## src/rtl/pio_bank_pkg.sv

```systemverilog
package pio_bank_pkg;

  // Register select inside one group (offset bits 1:0)
  typedef enum logic [1:0] {
    SEL_A   = 2'd0,
    SEL_B   = 2'd1,
    SEL_C   = 2'd2,
    SEL_CTL = 2'd3
  } reg_sel_e;

  // Direction state of one group, 1 = input
  typedef struct packed {
    logic a_in;
    logic b_in;
    logic cu_in;
    logic cl_in;
  } dir_t;

  localparam int CTL_LOAD_BIT = 7;

  function automatic dir_t ctl_to_dir(input logic [7:0] w);
    dir_t d;
    d.a_in  = w[4];
    d.b_in  = w[1];
    d.cu_in = w[3];
    d.cl_in = w[0];
    return d;
  endfunction

endpackage

```

## src/rtl/pio_addr_decode.sv

```systemverilog
module pio_addr_decode
  import pio_bank_pkg::*;
#(
  parameter int ADDR_W = 10,
  parameter logic [ADDR_W-1:0] BASE_ADDR = 10'h2C0,
  parameter int NUM_GROUPS = 6,
  parameter int OFF_W = 5,
  localparam int GRP_W = OFF_W - 2
) (
  input  logic              mode_wide,
  input  logic [ADDR_W-1:0] addr,
  output logic              hit,
  output logic              mapped,
  output logic [GRP_W-1:0]  grp,
  output reg_sel_e          sel
);

  localparam logic [GRP_W:0] NG_L = NUM_GROUPS[GRP_W:0];

  logic             top_ok;
  logic             mid_ok;
  logic             b4_ok;
  logic [OFF_W-1:0] off;

  always_comb begin
    top_ok = addr[ADDR_W-1];
    mid_ok = (addr[ADDR_W-2:OFF_W] == BASE_ADDR[ADDR_W-2:OFF_W]);
    b4_ok  = mode_wide || (addr[OFF_W-1] == BASE_ADDR[OFF_W-1]);
    hit    = top_ok && mid_ok && b4_ok;
    off    = mode_wide ? addr[OFF_W-1:0] : {1'b0, addr[OFF_W-2:0]};
    grp    = off[OFF_W-1:2];
    sel    = reg_sel_e'(off[1:0]);
    mapped = ({1'b0, grp} < NG_L);
  end

endmodule

```

## src/rtl/pio_group.sv

```systemverilog
module pio_group
  import pio_bank_pkg::*;
#(
  parameter int PORT_W = 8,
  localparam int LINES = 3 * PORT_W,
  localparam int HALF = PORT_W / 2
) (
  input  logic              clk,
  input  logic              rst,
  input  logic              wr_en,
  input  reg_sel_e          sel,
  input  logic [7:0]        wdata,
  input  logic [LINES-1:0]  pin_in,
  output logic [LINES-1:0]  pin_out,
  output logic [LINES-1:0]  pin_oe,
  output logic [PORT_W-1:0] rd_val
);

  logic [PORT_W-1:0] lat_a, lat_b, lat_c;
  dir_t              dir_q;
  logic [PORT_W-1:0] c_in_mask;
  logic [PORT_W-1:0] in_a, in_b, in_c;

  always_ff @(posedge clk) begin
    if (rst) begin
      lat_a <= '0;
      lat_b <= '0;
      lat_c <= '0;
      dir_q <= '1;
    end else if (wr_en) begin
      unique case (sel)
        SEL_A:   lat_a <= wdata[PORT_W-1:0];
        SEL_B:   lat_b <= wdata[PORT_W-1:0];
        SEL_C:   lat_c <= wdata[PORT_W-1:0];
        SEL_CTL: begin
          if (wdata[CTL_LOAD_BIT]) begin
            dir_q <= ctl_to_dir(wdata);
            lat_a <= '0;
            lat_b <= '0;
            lat_c <= '0;
          end
        end
        default: ;
      endcase
    end
  end

  always_comb begin
    c_in_mask = {{HALF{dir_q.cu_in}}, {HALF{dir_q.cl_in}}};
    in_a      = pin_in[0 +: PORT_W];
    in_b      = pin_in[PORT_W +: PORT_W];
    in_c      = pin_in[2*PORT_W +: PORT_W];
    pin_out   = {lat_c, lat_b, lat_a};
    pin_oe    = {~c_in_mask, {PORT_W{~dir_q.b_in}}, {PORT_W{~dir_q.a_in}}};
    unique case (sel)
      SEL_A:   rd_val = dir_q.a_in ? in_a : lat_a;
      SEL_B:   rd_val = dir_q.b_in ? in_b : lat_b;
      SEL_C:   rd_val = (in_c & c_in_mask) | (lat_c & ~c_in_mask);
      default: rd_val = '1;
    endcase
  end

endmodule

```

## src/rtl/pio_bank.sv

```systemverilog
module pio_bank
  import pio_bank_pkg::*;
#(
  parameter int NUM_GROUPS = 6,
  parameter int PORT_W = 8,
  parameter int ADDR_W = 10,
  parameter logic [ADDR_W-1:0] BASE_ADDR = 10'h2C0,
  localparam int GRP_LINES = 3 * PORT_W,
  localparam int LINES = NUM_GROUPS * GRP_LINES
) (
  input  logic              clk,
  input  logic              rst,
  input  logic              mode_wide,
  input  logic [ADDR_W-1:0] addr,
  input  logic [7:0]        wdata,
  input  logic              rd_stb,
  input  logic              wr_stb,
  output logic [7:0]        rdata,
  input  logic [LINES-1:0]  pin_in,
  output logic [LINES-1:0]  pin_out,
  output logic [LINES-1:0]  pin_oe
);

  localparam int OFF_W = 5;
  localparam int GRP_W = OFF_W - 2;

  logic             dec_hit;
  logic             dec_mapped;
  logic [GRP_W-1:0] dec_grp;
  reg_sel_e         dec_sel;

  logic [PORT_W-1:0] grp_rd [NUM_GROUPS];
  logic [7:0]        rd_mux;

  pio_addr_decode #(
    .ADDR_W(ADDR_W), .BASE_ADDR(BASE_ADDR),
    .NUM_GROUPS(NUM_GROUPS), .OFF_W(OFF_W)
  ) u_dec (
    .mode_wide(mode_wide), .addr(addr),
    .hit(dec_hit), .mapped(dec_mapped), .grp(dec_grp), .sel(dec_sel)
  );

  for (genvar g = 0; g < NUM_GROUPS; g++) begin : g_grp
    logic grp_wr;
    assign grp_wr = wr_stb && dec_hit && (dec_grp == GRP_W'(g));
    pio_group #(.PORT_W(PORT_W)) u_grp (
      .clk(clk), .rst(rst), .wr_en(grp_wr), .sel(dec_sel), .wdata(wdata),
      .pin_in(pin_in[g*GRP_LINES +: GRP_LINES]),
      .pin_out(pin_out[g*GRP_LINES +: GRP_LINES]),
      .pin_oe(pin_oe[g*GRP_LINES +: GRP_LINES]),
      .rd_val(grp_rd[g])
    );
  end

  always_comb begin
    rd_mux = '1;
    for (int g = 0; g < NUM_GROUPS; g++) begin
      if (dec_grp == GRP_W'(g)) rd_mux = grp_rd[g];
    end
  end

  always_ff @(posedge clk) begin
    if (rst)                    rdata <= '0;
    else if (rd_stb && dec_hit) rdata <= rd_mux;
  end

endmodule

```

## config.mk

```make
export PLATFORM = sky130hd
export DESIGN_NAME = pio_bank
export DESIGN_NICKNAME = d
export VERILOG_FILES = /design/src/rtl/pio_bank_pkg.sv /design/src/rtl/pio_addr_decode.sv /design/src/rtl/pio_group.sv /design/src/rtl/pio_bank.sv
export SDC_FILE = /design/constraint.sdc
export NUM_CORES = 1
export LEC_CHECK = 0
export BUFFER_PORTS_ARGS = -buffer_cell sky130_fd_sc_hd__buf_2
export CORE_AREA = 2 2 181 183
export DETAILED_ROUTE_END_ITERATION = 10
export DIE_AREA = 0 0 183 185
export GPL_TIMING_DRIVEN = 0
export PLACE_DENSITY = 0.64
export SYNTH_ARGS = -nofsm -noshare
export SYNTH_HDL_FRONTEND = slang
export SYNTH_HIERARCHICAL = 1
export SYNTH_SLANG_ARGS = --single-unit
```

## constraint.sdc

```tcl
create_clock -name clk -period 6.72 [get_ports clk]
set_clock_uncertainty 0.1 [all_clocks]
set_input_delay 1.344 -clock clk [delete_from_list [all_inputs] [get_ports clk]]
set_output_delay 1.344 -clock clk [all_outputs]
set_load 0.01 [all_outputs]
```

==> results of run 1 <==
[placed cells by master (no fill, tap or decap), types with 2 or more instances in the layout]
cell type,instances
nand3b_1,24
a22o_1,42
nor4bb_1,3
clkbuf_16,17
nor2b_1,60
or4b_1,2
buf_4,125
inv_1,24
nand2b_1,13
inv_6,6
buf_2,462
clkbuf_8,3
nand4_1,8
a211oi_1,49
o22ai_1,49
or2_2,12
mux2_2,95
a21oi_1,102
a22oi_1,2
dfxtp_1,176
mux4_1,3
nor4b_2,2
and4_1,6
nor2_1,61
inv_8,4
clkbuf_1,61
nand3_1,12
o22a_1,3
mux2i_1,15
and3b_1,18
or3b_1,6
buf_6,7
nand2_1,157
and2_1,2
o21a_1,5
o221ai_1,9
o21ai_0,109
[power groups by stage]
stage          Sequential, uW  Clock, uW  Combinational (uW)
6_report                 1040        998                 285
5_1_grt                  1040       1060                 305
4_1_cts                  1040       1020                 283
3_5_place_dp             1070          0                 282
3_3_place_gp             1070          0                 281
2_1_floorplan            1070          0                 134
[worst min-delay path by stage]
stage             start  slack, ns  endpoint  cells past startpoint
2_1_floorplan  rdata[3]       0.38  rdata[3]                      2
3_3_place_gp   rdata[4]       0.33  rdata[4]                      2
3_5_place_dp   rdata[4]       0.35  rdata[4]                      2
4_1_cts        rdata[4]       0.37  rdata[4]                      2
5_1_grt        rdata[7]       0.39  rdata[7]                      2
6_report       rdata[7]       0.36  rdata[7]                      2
[final cells by class]
cell class                 count  area (um^2)  share of cell area
buffer                       198         1291             0.09296
clock buffer                  20        456.7             0.03288
clock inverter                12        113.9            0.008197
inverter                      24        90.09            0.006486
multi-input combinational    876         5612              0.4040
sequential                   176         3523              0.2537
tap                          408        510.5             0.03675
timing repair buffer         458         2292              0.1650
[registers in the layout, summed over array words and instances, names as in the netlist]
| register | count |
|---|---|
| g_grp.u_grp/dir_q | 12 |
| g_grp.u_grp/lat_c | 48 |
| g_grp.u_grp/c_in_mask | 12 |
| g_grp.u_grp/lat_a | 48 |
| g_grp.u_grp/lat_b | 48 |
| rdata | 8 |
[per-layer routing]
layer | GRT usage | vias to the layer above | part of all wire
met2 | 0.4085 | 567 | 0.48
met3 | 0.03991 | 68 | 0.068
met1 | 0.3023 | 5399 | 0.42
met5 | 0 | - | 0
met4 | 0.09760 | 0 | 0.033
li1 | - | 5387 | -
[worst register-to-register path, delay by kind of cell (launching register included)]
family	cells	cell delay [ns]
multiplexers	2	0.93
buffers and inverters	1	0.47
AND/OR/NAND/NOR	2	0.33
AO/OA/AOI/OAI	2	0.39
flip-flops	1	0.31
[per-stage QoR]
step / hold WS (ns) / util / total power (uW)
2_1_floorplan: 0.3827 / - / 1202
6_report: 0.3643 / 0.4335 / 2327
5_1_grt: 0.3898 / 0.4335 / 2409
4_1_cts: 0.3698 / 0.4333 / 2346
3_3_place_gp: 0.3349 / 0.4151 / 1348
3_5_place_dp: 0.3531 / 0.4155 / 1350
==> impl_metrics.csv, run 1 <==
group,metric,value,unit
outcome,outcome,"complete, no violations",
timing,tightest_slew,1.300,ns
power_and_ir_drop,total_leakage_power,0.006750,uW
global_routing,grt_pass1_wl,62.56,mm
cts,insertion_delay,0.43,ns
power_and_ir_drop,pwr_density_cell,167.5,mW/mm^2
timing,period_share,0.6265,
placed_design,dp.cells,2140,
layout,nets,1918,
global_routing,antenna_found_initial,0,
placed_design,dp_hpwl,31.25,mm
cts,cts_inserted_buffers,17,
cts,cts_buffer_depth,2,
setup_path,rr_worst_depth,7,
setup_path,r2r-end,"rdata[0]",
floorplanning,fp.dieH,185,um
setup_path,crit_type,"input pin to flip-flop",
floorplanning,start_util,0.3276,
placed_design,gp_congestion,0.9200,
synthesis,netlist_area,0.01050,mm^2
layout,antennaDiodeCount,0,
routing,routed_wirelength,42.46,mm
global_routing,grt_pass1_vias,10690,
timing,slew_headroom,0.1215,
power_and_ir_drop,p_comb_frac,0.123,
cts,tritoncts,"done",
cts,cts.sinks,176,
global_routing,grt_max_degree,43,
routing,viasPerCell,5.258,
setup_path,critPathLaunchType,"input pin",
floorplanning,die_x,183,um
setup_path,critPathTopFamily,"simple AND/OR/NAND/NOR gates",
layout,syn2layout_area_growth,32.31,%
hold_path,min_path_type,"flip-flop to flip-flop",
layout,stdcell_count,2172,
routing,vias,11420,
floorplanning,io_pins,463,
cts,clockRootBuffer,"clkbuf_16",
routing,routedWlPerCell,19.55,um
cts,cts.clk_slew.worst_paths,0.07,ns
setup_path,worst-path-buf-inv,2,
timing,final_hold_viol_count,0,
timing,max_freq,0.2375,GHz
timing,postLayoutSetupSlackWorst,2.510,ns
placed_design,port_buffers,458,
synthesis,avgSynthCellArea,8.240,um^2
synthesis,yosys_warnings,6,
floorplanning,dieArea,0.03386,mm^2
power_and_ir_drop,switching_share,0.2837,
cts,cts-resized-gates,0,
layout,fin_area,0.01389,mm^2
setup_path,cp.depth,9,
setup_path,setup.worst_path.start,"addr[5]",
global_routing,grt_overflow,0,
cts,cts_max_level,4,
setup_path,endpoint_kind,"flip-flop",
floorplanning,coreArea,0.03204,mm^2
power_and_ir_drop,irDropWorstVdd,0.1439,mV
timing,setup_viol,0,
timing,layout_min_cycle_time,4.210,ns
setup_path,required,6.94,ns
synthesis,synth_fp_nets,1441,
setup_path,crit_fanout,9,
cts,post-cts-setup-buffers,0,
layout,nFillCells,3315,
flow_run,maxCapViolations,0,
routing,drc_errors,0,
setup_path,cp_slowest_cell,"nor4bb_1",
setup_path,regToRegSetupSlack,4.07,ns
synthesis,netlist_instances,1274,
setup_path,slowest_delay,1.15,ns
timing,slew_viol_final,0,
floorplanning,rows,66,
power_and_ir_drop,power_frac_seq,0.448,
setup_path,crit_chain,"buf_2 -> and4bb_1 -> and3_1 -> nand2_1 -> nor4bb_1 -> nand4_1 -> and3b_1 -> buf_6 -> a22o_1",
routing,drt_iter0_markers,737,
power_and_ir_drop,p_sw,660.2,uW
setup_path,cp.arrival,4.43,ns
placed_design,place_ws,2.029,ns
cts,holdBufCountCts,0,
layout,drive_above_1_share,0.4184,
timing,setup_tns,0,ns
power_and_ir_drop,pwr-share-clk,0.429,
routing,ant_nets,0,
placed_design,placed_cell_area,0.01331,mm^2
global_routing,grt_util_all_layers,0.2401,
timing,rsz0062_at_grt,"no",
routing,dr.pass1.iters,5,
setup_path,r2r_start,"g_grp[1].u_grp/dir_q[2]",
power_and_ir_drop,internal-power,1667,uW
setup_path,endpoint,"g_grp[3].u_grp/lat_a[1]",
Power figures use the tool's default switching activity.
==> run 2, diff against run 1 <==
ABC_AREA = 1   (was default)
CORE_AREA = 2 2 179 181   (was 2 2 181 183)
DIE_AREA = 0 0 181 183   (was 0 0 183 185)
PLACE_DENSITY = 0.71   (was 0.64)
clock period = 3.9 ns   (was 6.72 ns; I/O delays follow)
==> impl_metrics.csv, run 2 <==
group,metric,value,unit
floorplanning,die_x,181,um
global_routing,antenna_found_initial,0,
placed_design,dp_hpwl,35.76,mm
layout,antennaDiodeCount,0,
placed_design,place_ws,1.024,ns
power_and_ir_drop,p_sw,1251,uW
floorplanning,fp.dieH,183,um
timing,final_hold_viol_count,0,
power_and_ir_drop,internal-power,2885,uW
cts,clockRootBuffer,"clkbuf_16",
layout,drive_above_1_share,0.3526,
timing,max_freq,0.3782,GHz
power_and_ir_drop,power,4135,uW
layout,syn2layout_area_growth,27.47,%
timing,postLayoutSetupSlackWorst,1.256,ns
timing,layout_min_cycle_time,2.644,ns
floorplanning,io_pins,463,
setup_path,critPathLaunchType,"flip-flop",
routing,viasPerCell,4.862,
timing,setup_tns,0,ns
power_and_ir_drop,power_frac_seq,0.435,
setup_path,cp.arrival,1.76,ns
global_routing,grt_max_degree,26,
power_and_ir_drop,pwr_density_cell,263.9,mW/mm^2
synthesis,yosys_warnings,6,
timing,period_share,0.6779,
cts,holdBufCountCts,0,
global_routing,grt_overflow,0,
routing,routedWlPerCell,16.14,um
cts,cts.sinks,176,
power_and_ir_drop,switching_share,0.3024,
global_routing,grt_pass1_vias,12430,
hold_path,min_path_type,"flip-flop to flip-flop",
setup_path,slowest_delay,0.43,ns
routing,routed_wirelength,45.52,mm
layout,reg_top3,"g_grp.u_grp/lat_a (48), g_grp.u_grp/lat_b (48), g_grp.u_grp/lat_c (48)",
setup_path,worst-path-buf-inv,4,
routing,drt_iter0_markers,988,
timing,rsz0062_at_grt,"no",
global_routing,grt_pass1_wl,68.35,mm
cts,cts_max_level,4,
setup_path,cp_slowest_cell,"clkinv_1",
timing,slew_viol_final,0,
cts,cts_inserted_buffers,17,
floorplanning,coreArea,0.03123,mm^2
cts,cts.clk_slew.worst_paths,0.08,ns
power_and_ir_drop,irDropWorstVdd,0.3115,mV
setup_path,critPathTopFamily,"buffers and inverters",
cts,insertion_delay,0.43,ns
global_routing,grt_util_all_layers,0.2624,
synthesis,avgSynthCellArea,6.372,um^2
cts,tritoncts,"done",
floorplanning,dieArea,0.03312,mm^2
routing,drc_errors,0,
timing,setup_viol,0,
cts,cts_buffer_depth,2,
setup_path,cp_common_cell,"buf_4",
synthesis,synth_fp_nets,2096,
floorplanning,rows,65,
floorplanning,start_util,0.3936,
layout,layout_commonest_cell,"nand2_1",
flow_run,maxCapViolations,0,
layout,most-common-layout-cells,"651 x nand2_1, 468 x buf_2, 212 x inv_1",
power_and_ir_drop,pwr-share-clk,0.414,
power_and_ir_drop,p_comb_frac,0.152,
setup_path,endpoint_kind,"primary output",
routing,vias,13720,
setup_path,required,3.02,ns
placed_design,port_buffers,458,
setup_path,crit_fanout,17,
setup_path,crit_chain,"buf_4 -> clkinv_1 -> buf_4 -> buf_2",
layout,nets,2573,
cts,post-cts-setup-buffers,0,
routing,dr.pass1.iters,6,
placed_design,gp_congestion,0.9605,
timing,slew_headroom,0.4556,
power_and_ir_drop,total_leakage_power,0.008769,uW
synthesis,netlist_area,0.01229,mm^2
cts,cts-resized-gates,0,
setup_path,crit_type,"flip-flop to primary output",
synthesis,netlist_instances,1929,
outcome,outcome,"complete, no violations",
timing,tightest_slew,0.8165,ns
routing,ant_nets,0,
==> run 2: area by class of cell <==
type | instances | area (um^2)
repair buffers | 458 | 2292
clock buffers | 18 | 439.2
flip-flops and latches | 176 | 3523
well taps | 402 | 503.0
multi-input cells | 1306 | 6327
plain buffers | 178 | 1401
inverters | 269 | 1040
fillers | 3219 | 15560
clock inverters | 14 | 142.6
==> run 2: worst register-to-register path, delay by kind of cell, from the launching register on <==
family / cells / cell delay, ns
compound gates: 1 / 0.12
buf+inv: 3 / 0.65
flops: 1 / 0.31
simple gates: 7 / 0.85
==> run 2: power groups by stage <==
stage	clock (uW)	sequential [uW]	combinational, uW
floorplan	0	1840	367
global route	1820	1800	681
detailed placement	0	1840	621
finish	1710	1800	627
CTS	1750	1800	623
global placement	0	1840	618
==> run 2: final timing paths <==
| kind | startpoint | endpoint | slack (ns) | cells past startpoint |
|---|---|---|---|---|
| worst max-delay path | g_grp[4].u_grp/dir_q[3] | pin_oe[99] | 1.26 | 4 |
| worst min-delay path | rdata[5] | rdata[5] | 0.37 | 2 |
| worst max register to register | g_grp[2].u_grp/dir_q[3] | rdata[6] | 1.79 | 11 |
| worst min register to register | rdata[5] | rdata[5] | 0.37 | 2 |
==> run 2: layer usage <==
metal  track usage  up-vias  wire (um)
met5             0        -          0
met4       0.09626        0       1471
met3       0.02502       75       2887
met2        0.4497      578      21730
met1        0.3443     6211      19440
li1              -     6853          -
==> run 2: stage by stage <==
step	utilization	std cells	area (um^2)	hold WS (ns)
floorplan	-	1929	12290	0.3900
CTS	0.5017	2821	15670	0.3691
global placement	0.4831	2789	15090	0.3528
detailed placement	0.4831	2789	15090	0.3576
finish	0.5017	2821	15670	0.3667
global route	0.5017	2821	15670	0.3874
